**config.mk**
```make
export PLATFORM = sky130hd
export DESIGN_NAME = timer_channel
export DESIGN_NICKNAME = d
export VERILOG_FILES = /design/src/rtl/tmr_pkg.sv /design/src/rtl/tmr_ctrl_reg.sv /design/src/rtl/tmr_counter.sv /design/src/rtl/tmr_capture.sv /design/src/rtl/timer_channel.sv
export SDC_FILE = /design/constraint.sdc
export NUM_CORES = 1
export LEC_CHECK = 0
export BUFFER_PORTS_ARGS = -buffer_cell sky130_fd_sc_hd__buf_4
export CAP_MARGIN = 20
export CORE_MARGIN = 3
export CORE_UTILIZATION = 51
export CTS_CLUSTER_DIAMETER = 80
export CTS_CLUSTER_SIZE = 25
export DETAILED_ROUTE_END_ITERATION = 8
export PLACE_DENSITY = 0.82
export SLEW_MARGIN = 15
export SYNTH_ARGS = -nofsm -noshare
export SYNTH_HDL_FRONTEND = slang
export SYNTH_SLANG_ARGS = --single-unit
```
**constraint.sdc**
```tcl
create_clock -name clk -period 6.9 [get_ports clk]
set_clock_uncertainty 0.15 [all_clocks]
set_input_delay 0.345 -clock clk [delete_from_list [all_inputs] [get_ports clk]]
set_output_delay 0.345 -clock clk [all_outputs]
set_load 0.02 [all_outputs]
```
**src/rtl/tmr_pkg.sv**
```systemverilog
// Shared control-word layout and register addresses for the timer channel.
package tmr_pkg;
    // control word bit positions
    localparam int BIT_MODE = 0;   // 0 generate, 1 capture
    localparam int BIT_DOWN = 1;   // count direction
    localparam int BIT_GEN  = 2;   // pulse output enable
    localparam int BIT_TRIG = 3;   // capture trigger enable
    localparam int BIT_AUTO = 4;   // reload / overwrite
    localparam int BIT_LOAD = 5;   // force count from load register
    localparam int BIT_IEN  = 6;   // interrupt enable
    localparam int BIT_RUN  = 7;   // run
    localparam int BIT_FLAG = 8;   // sticky event flag
    localparam int BIT_ALL  = 10;  // all-enable mirror

    // word addresses
    localparam int REG_CTRL  = 0;
    localparam int REG_LOAD  = 1;
    localparam int REG_COUNT = 2;

    typedef struct packed {
        logic all_en;
        logic flag;
        logic run;
        logic ien;
        logic force_ld;
        logic auto_rl;
        logic trig_en;
        logic gen_en;
        logic down;
        logic capt;
    } ctrl_t;
endpackage

```
**src/rtl/tmr_ctrl_reg.sv**
```systemverilog
// Control word storage.
// Assumes wr_ctrl is already decoded from the address.
// The flag is set by events and cleared only by a written one; a set in the same cycle wins.
module tmr_ctrl_reg
    import tmr_pkg::*;
#(
    parameter int DATA_W = 32
) (
    input  logic              clk,
    input  logic              rst_n,
    input  logic              wr_ctrl,
    input  logic [DATA_W-1:0] wdata,
    input  logic              start_all,
    input  logic              flag_set,
    output ctrl_t             ctrl
);
    logic unused_bits;
    assign unused_bits = ^wdata;

    // update control fields from writes, the start strobe and events
    always_ff @(posedge clk) begin
        if (!rst_n) begin
            ctrl <= '0;
        end else begin
            if (wr_ctrl) begin
                ctrl.capt     <= wdata[BIT_MODE];
                ctrl.down     <= wdata[BIT_DOWN];
                ctrl.gen_en   <= wdata[BIT_GEN];
                ctrl.trig_en  <= wdata[BIT_TRIG];
                ctrl.auto_rl  <= wdata[BIT_AUTO];
                ctrl.force_ld <= wdata[BIT_LOAD];
                ctrl.ien      <= wdata[BIT_IEN];
                ctrl.run      <= wdata[BIT_RUN] | wdata[BIT_ALL];
                ctrl.all_en   <= wdata[BIT_ALL];
                if (wdata[BIT_FLAG]) begin
                    ctrl.flag <= 1'b0;
                end
            end
            if (start_all) begin
                ctrl.all_en <= 1'b1;
                ctrl.run    <= 1'b1;
            end
            if (flag_set) begin
                ctrl.flag <= 1'b1;
            end
        end
    end
endmodule

```
**src/rtl/tmr_counter.sv**
```systemverilog
// Up/down counter with force-load, wrap detection and delayed reload.
// A generate-mode wrap lets the counter step through the wrapped value for one cycle.
// That extra state makes the interval load+2 (down) or MAX-load+2 (up).
// It then reloads, or halts until the next force-load.
module tmr_counter #(
    parameter int CNT_W = 32
) (
    input  logic             clk,
    input  logic             rst_n,
    input  logic [CNT_W-1:0] load_val,
    input  logic             force_ld,
    input  logic             run,
    input  logic             down,
    input  logic             gen_mode,
    input  logic             auto_rl,
    input  logic             freeze,
    output logic [CNT_W-1:0] cnt,
    output logic             wrap_evt
);
    localparam logic [CNT_W-1:0] ALL_ONES = '1;

    logic             pend_q;
    logic             halt_q;
    logic             step;
    logic [CNT_W-1:0] term;

    assign step     = run & ~force_ld & ~halt_q & ~freeze & ~pend_q;
    assign term     = down ? '0 : ALL_ONES;
    assign wrap_evt = step & gen_mode & (cnt == term);

    // count value: force-load, pending reload, or one step
    always_ff @(posedge clk) begin
        if (!rst_n) begin
            cnt <= '0;
        end else if (force_ld) begin
            cnt <= load_val;
        end else if (pend_q && !freeze && auto_rl) begin
            cnt <= load_val;
        end else if (step) begin
            cnt <= down ? cnt - 1'b1 : cnt + 1'b1;
        end
    end

    // wrap follow-up state: pending reload and hold-mode halt
    always_ff @(posedge clk) begin
        if (!rst_n) begin
            pend_q <= 1'b0;
            halt_q <= 1'b0;
        end else if (force_ld) begin
            pend_q <= 1'b0;
            halt_q <= 1'b0;
        end else begin
            if (wrap_evt) begin
                pend_q <= 1'b1;
            end else if (!freeze) begin
                pend_q <= 1'b0;
            end
            if (pend_q && !freeze && !auto_rl) begin
                halt_q <= 1'b1;
            end
        end
    end
endmodule

```
**src/rtl/tmr_capture.sv**
```systemverilog
// Trigger synchronizer, edge detector and capture gating.
// Assumes trig_in may be asynchronous to clk.
// The edge is the move of the synchronized level into TRIG_POL.
// Without auto-overwrite, a held capture blocks new ones until it is read.
module tmr_capture #(
    parameter int   SYNC_STAGES = 2,
    parameter logic TRIG_POL    = 1'b1
) (
    input  logic clk,
    input  logic rst_n,
    input  logic trig_in,
    input  logic arm,
    input  logic auto_rl,
    input  logic rd_load,
    output logic cap_evt,
    output logic cap_wr
);
    logic [SYNC_STAGES-1:0] sync_q;
    logic                   lvl;
    logic                   prev_q;
    logic                   unread_q;

    for (genvar g = 0; g < SYNC_STAGES; g++) begin : g_sync
        // one synchronizer stage, reset to the idle level
        always_ff @(posedge clk) begin
            if (!rst_n) begin
                sync_q[g] <= ~TRIG_POL;
            end else if (g == 0) begin
                sync_q[g] <= trig_in;
            end else begin
                sync_q[g] <= sync_q[(g == 0) ? 0 : g-1];
            end
        end
    end

    assign lvl     = (sync_q[SYNC_STAGES-1] == TRIG_POL);
    assign cap_evt = lvl & ~prev_q & arm;
    assign cap_wr  = cap_evt & (auto_rl | ~unread_q);

    // previous asserted level for edge detection
    always_ff @(posedge clk) begin
        if (!rst_n) prev_q <= 1'b0;
        else        prev_q <= lvl;
    end

    // unread marker for the held capture value
    always_ff @(posedge clk) begin
        if (!rst_n)       unread_q <= 1'b0;
        else if (cap_wr)  unread_q <= 1'b1;
        else if (rd_load) unread_q <= 1'b0;
    end
endmodule

```
**src/rtl/timer_channel.sv**
```systemverilog
// Top of the timer channel.
// Decodes the register port and holds the load register.
// Joins the control word, the counter and the capture logic, and registers the pulse output.
// Assumes CNT_W <= DATA_W and addr is a word address.
module timer_channel
    import tmr_pkg::*;
#(
    parameter int   ADDR_W      = 2,
    parameter int   DATA_W      = 32,
    parameter int   CNT_W       = 32,
    parameter int   SYNC_STAGES = 2,
    parameter logic TRIG_POL    = 1'b1,
    parameter logic GEN_POL     = 1'b1
) (
    input  logic              clk,
    input  logic              rst_n,
    input  logic [ADDR_W-1:0] addr,
    input  logic [DATA_W-1:0] wdata,
    input  logic              wr_en,
    input  logic              rd_en,
    output logic [DATA_W-1:0] rd_data,
    input  logic              trig_in,
    input  logic              freeze,
    input  logic              start_all,
    output logic              gen_out,
    output logic              irq
);
    localparam logic [ADDR_W-1:0] AD_CTRL  = ADDR_W'(REG_CTRL);
    localparam logic [ADDR_W-1:0] AD_LOAD  = ADDR_W'(REG_LOAD);
    localparam logic [ADDR_W-1:0] AD_COUNT = ADDR_W'(REG_COUNT);

    ctrl_t             ctrl_q;
    logic [CNT_W-1:0]  load_q;
    logic [CNT_W-1:0]  cnt_q;
    logic              wrap_evt;
    logic              cap_evt;
    logic              cap_wr;
    logic              gen_q;
    logic              wr_ctrl;
    logic              wr_load;
    logic              rd_load;
    logic              arm;
    logic [DATA_W-1:0] ctrl_word;

    assign wr_ctrl = wr_en & (addr == AD_CTRL);
    assign wr_load = wr_en & (addr == AD_LOAD);
    assign rd_load = rd_en & (addr == AD_LOAD);
    assign arm     = ctrl_q.run & ctrl_q.capt & ctrl_q.trig_en & ~freeze;

    tmr_ctrl_reg #(.DATA_W(DATA_W)) u_ctrl (
        .clk       (clk),
        .rst_n     (rst_n),
        .wr_ctrl   (wr_ctrl),
        .wdata     (wdata),
        .start_all (start_all),
        .flag_set  (wrap_evt | cap_evt),
        .ctrl      (ctrl_q)
    );

    tmr_counter #(.CNT_W(CNT_W)) u_cnt (
        .clk      (clk),
        .rst_n    (rst_n),
        .load_val (load_q),
        .force_ld (ctrl_q.force_ld),
        .run      (ctrl_q.run),
        .down     (ctrl_q.down),
        .gen_mode (~ctrl_q.capt),
        .auto_rl  (ctrl_q.auto_rl),
        .freeze   (freeze),
        .cnt      (cnt_q),
        .wrap_evt (wrap_evt)
    );

    tmr_capture #(.SYNC_STAGES(SYNC_STAGES), .TRIG_POL(TRIG_POL)) u_cap (
        .clk     (clk),
        .rst_n   (rst_n),
        .trig_in (trig_in),
        .arm     (arm),
        .auto_rl (ctrl_q.auto_rl),
        .rd_load (rd_load),
        .cap_evt (cap_evt),
        .cap_wr  (cap_wr)
    );

    // load register: capture has priority over a software write
    always_ff @(posedge clk) begin
        if (!rst_n)       load_q <= '0;
        else if (cap_wr)  load_q <= cnt_q;
        else if (wr_load) load_q <= wdata[CNT_W-1:0];
    end

    // one-cycle pulse after a generate wrap
    always_ff @(posedge clk) begin
        if (!rst_n) gen_q <= 1'b0;
        else        gen_q <= wrap_evt & ctrl_q.gen_en;
    end

    // pack the control fields into their bit positions
    always_comb begin
        ctrl_word           = '0;
        ctrl_word[BIT_MODE] = ctrl_q.capt;
        ctrl_word[BIT_DOWN] = ctrl_q.down;
        ctrl_word[BIT_GEN]  = ctrl_q.gen_en;
        ctrl_word[BIT_TRIG] = ctrl_q.trig_en;
        ctrl_word[BIT_AUTO] = ctrl_q.auto_rl;
        ctrl_word[BIT_LOAD] = ctrl_q.force_ld;
        ctrl_word[BIT_IEN]  = ctrl_q.ien;
        ctrl_word[BIT_RUN]  = ctrl_q.run;
        ctrl_word[BIT_FLAG] = ctrl_q.flag;
        ctrl_word[BIT_ALL]  = ctrl_q.all_en;
    end

    // read data selection
    always_comb begin
        case (addr)
            AD_CTRL:  rd_data = ctrl_word;
            AD_LOAD:  rd_data = DATA_W'(load_q);
            AD_COUNT: rd_data = DATA_W'(cnt_q);
            default:  rd_data = '0;
        endcase
    end

    assign gen_out = gen_q ? GEN_POL : ~GEN_POL;
    assign irq     = ctrl_q.flag & ctrl_q.ien;
endmodule

```
==> run_results.csv <==
group,metric,value,unit
status,status,"finished clean",
synth,ys_warn_count,0,
global_route,overflow,0,
synth,synth-compound-area-share,31.3,%
synth,synth_cell_types,57,
die,die-area,0.0121,sq mm
clock_tree,path_clk_slew,0.08,ns
timing,worst_pin_slew,0.791,ns
pwr,p_total,1030,uW
synth,async_flop_share,0,%
timing,rsz0062_at_grt,"no",
place,place_inst,877,
clock_tree,cts_tree,"built",
synth,dominantRegCellSynth,"dfxtp_1",
finish,layout-drive-gt1-share,15.5,%
synth,synth_xor_area_share,4.14,%
finish,antenna_cells,0,
clock_tree,ctsResizeCount,0,
setup_path,arrival,3.48,ns
timing,setup_viol_count_final,0,
clock_tree,cts_setup_buffers,0,
timing,finalHoldViolCount,0,
job,drv_cap,0,
synth,netlist_area,0.00550,sq mm
global_route,grtUsageTotal,27.2,%
setup_path,end_kind,"flop",
global_route,antenna_found_initial,0,
pwr,powerDensity,163,mW/mm^2
place,io_buffers,74,
synth,synthAdderAreaFrac,7.19,%
route,dr.pass1.iters,7,
finish,layout.cells.non_filler,893,
pwr,power_leakage,0.00266,uW
synth,avgSynthCellArea,7.65,sq um
clock_tree,cts-root-buf,"clkbuf_8",
synth,ys_ff_latch,81,
synth,syn-num-nets,791,
die,die_y,110,um
die,ios,75,
die,start_util,52.8,%
clock_tree,cts_htree_levels,3,
die,chipWidth,110,um
synth,synthMuxAreaShare,1.82,%
synth,synth-seq-area-share,29.5,%
clock_tree,numCtsBuffers,9,
route,wl_per_cell,18.3,um
synth,yosys.area_share.simple,21.2,%
die,placementRows,37,
min_path,hp-class,"input port to flop",
clock_tree,cts_buffer_depth,2,
global_route,grt_pass1_wl,26200,um
setup_path,start_kind,"flop",
synth,synthCells,719,
timing,setup_tns,0,ns
route,num_vias,5725,
setup_path,cp.required,7.00,ns
route,wl,16300,um
route,viasPerCell,6.41,
timing,finalCritPeriodShare,49.1,%
finish,fin_nets,824,
timing,fin_ws,3.51,ns
setup_path,worst-setup-path-type,"flop to flop",
finish,syn_to_final_growth,14.7,%
synth,synth_edf_count,0,
timing,final_max_slew_viol_count,0,
place,pre_cts_ws,3.58,ns
synth,synth_top_family_by_area,"compound AO/OA/AOI/OAI gates",
global_route,grt_pass1_vias,5339,
place,gp_congestion,0.884,
timing,holdWs,0.0222,ns
finish,fillerInstances,955,
global_route,grt_max_degree,66,
clock_tree,clock-sinks,81,
setup_path,crit_fanout,38,
clock_tree,cts_hold_buf,0,
timing,max_freq,0.295,GHz
place,hpwl,11000,um
die,coreArea,0.0104,sq mm
route,drc,0,
clock_tree,insertion_delay,0.37,ns
route,postRouteAntennaNets,0,
pwr,ir_drop,0.0000887,V
timing,period_minus_slack,3.39,ns
route,drtIter0Drc,516,
timing,slew_headroom,47.2,%
-- path summary, 6_finish.rpt --
kind / from / cells past startpoint / slack (ns) / endpoint
setup / recovery: u_ctrl.ctrl[1] / 11 / 3.51 / u_cnt.cnt[29]
hold / removal: trig_in / 2 / 0.02 / u_cap.sync_q[0]
setup reg to reg: u_ctrl.ctrl[1] / 11 / 3.51 / u_cnt.cnt[29]
hold reg to reg: u_cap.sync_q[0] / 1 / 0.29 / u_cap.lvl
-- flip-flops by register name, indices dropped and copies added, names as in the netlist --
name,cells
u_cap.prev_q,1
u_cap.lvl,1
u_cap.sync_q,1
load_q,32
gen_q,1
u_ctrl.ctrl,10
u_cnt.halt_q,1
u_cap.unread_q,1
u_cnt.pend_q,1
u_cnt.cnt,32
-- layer usage --
layer	part of all wire, %	vias up	global-route usage (%)	wire length, um
li1	-	2746	-	-
met1	45	2718	36.1	7340
met2	47	233	44.4	7600
met3	6.5	28	3.58	1060
met5	0	-	0	0
met4	2.1	0	11.0	338
-- cells in the final DEF (no fill, tap or decap), types with 3 or more instances in the layout --
cell	n
a211oi_2	3
a41oi_1	4
a21o_1	24
a31oi_1	7
o21ai_0	21
xnor2_1	16
ha_1	30
a22o_1	24
a21oi_1	57
nor4_1	3
mux2i_1	10
nand2_1	106
or3_1	5
a311oi_1	32
inv_1	9
and3_1	3
a31o_2	3
o211ai_1	3
o21bai_1	3
clkbuf_8	10
buf_4	82
o21ai_1	9
nand3_1	43
nand4_1	13
a22oi_1	25
dfxtp_1	81
nor2_1	60
xor2_1	10
o22ai_1	6
a221oi_1	4
and2_1	7
-- synthesized netlist by cell type, types with 3 or more instances --
master	count	area, sq um
nand2_1	106	398
dfxtp_1	81	1620
nor2_1	61	229
a21oi_1	57	285
clkbuf_1	53	199
nand3_1	43	215
a311oi_1	32	280
ha_1	30	375
a22oi_1	25	188
a21o_1	24	180
a22o_1	24	210
o21ai_0	22	110
xnor2_1	16	140
nand4_1	13	81.3
inv_1	10	37.5
mux2i_1	10	100
xor2_1	10	87.6
o21ai_1	9	45.0
a31oi_1	7	43.8
and2_1	7	43.8
buf_1	6	22.5
o22ai_1	6	37.5
or3_1	5	31.3
a221oi_1	4	35.0
a41oi_1	4	35.0
nor4_1	4	25.0
a211oi_2	3	37.5
a31o_2	3	26.3
and3_1	3	18.8
nor2b_1	3	18.8
o211ai_1	3	22.5
o21bai_1	3	22.5
-- kinds of logic (layout without fill, tap and decap cells) --
kind of cell	count (synthesis)	after routing
AND/OR/NAND/NOR	258	258
AO/OA/AOI/OAI	242	242
flip-flops	81	81
buffers and inverters	71	109
adder cells (fa/ha/maj)	31	31
XOR/XNOR	26	26
multiplexers	10	10
-- cell type report --
class / instances / area [sq um] / share of cell area, %
well taps: 136 / 170 / 2.70
clock inverters: 5 / 78.8 / 1.25
flip-flops and latches: 81 / 1620 / 25.7
multi-input cells: 567 / 3640 / 57.7
repair buffers: 82 / 616 / 9.76
clock buffers: 11 / 141 / 2.24
inverters: 11 / 41.3 / 0.655
-- critical path, cell delays in order (launching register included) --
cell	delay, ns
dfxtp_1	0.32
buf_4	0.39
ha_1	0.40
a21oi_1	0.19
o21ai_0	0.12
a31o_2	0.23
a31oi_1	0.40
o21ai_1	0.23
a211oi_2	0.39
o211ai_1	0.17
xnor2_1	0.17
o22ai_1	0.09
-- where the power goes --
part	switching, uW	internal [uW]	leakage, uW	total [uW]
combinational	87.7	52.9	0.00189	141
sequential	12.6	480	0.000657	492
clock	181	213	0.000113	394
-- metrics by stage --
step	util, %	cell area (sq um)
2_1_floorplan	-	5500
3_5_place_dp	58.4	6080
4_1_cts	60.5	6300
6_report	60.5	6300
5_1_grt	60.5	6300
3_3_place_gp	58.4	6080
Note: power is estimated with default switching activity, not from simulation.
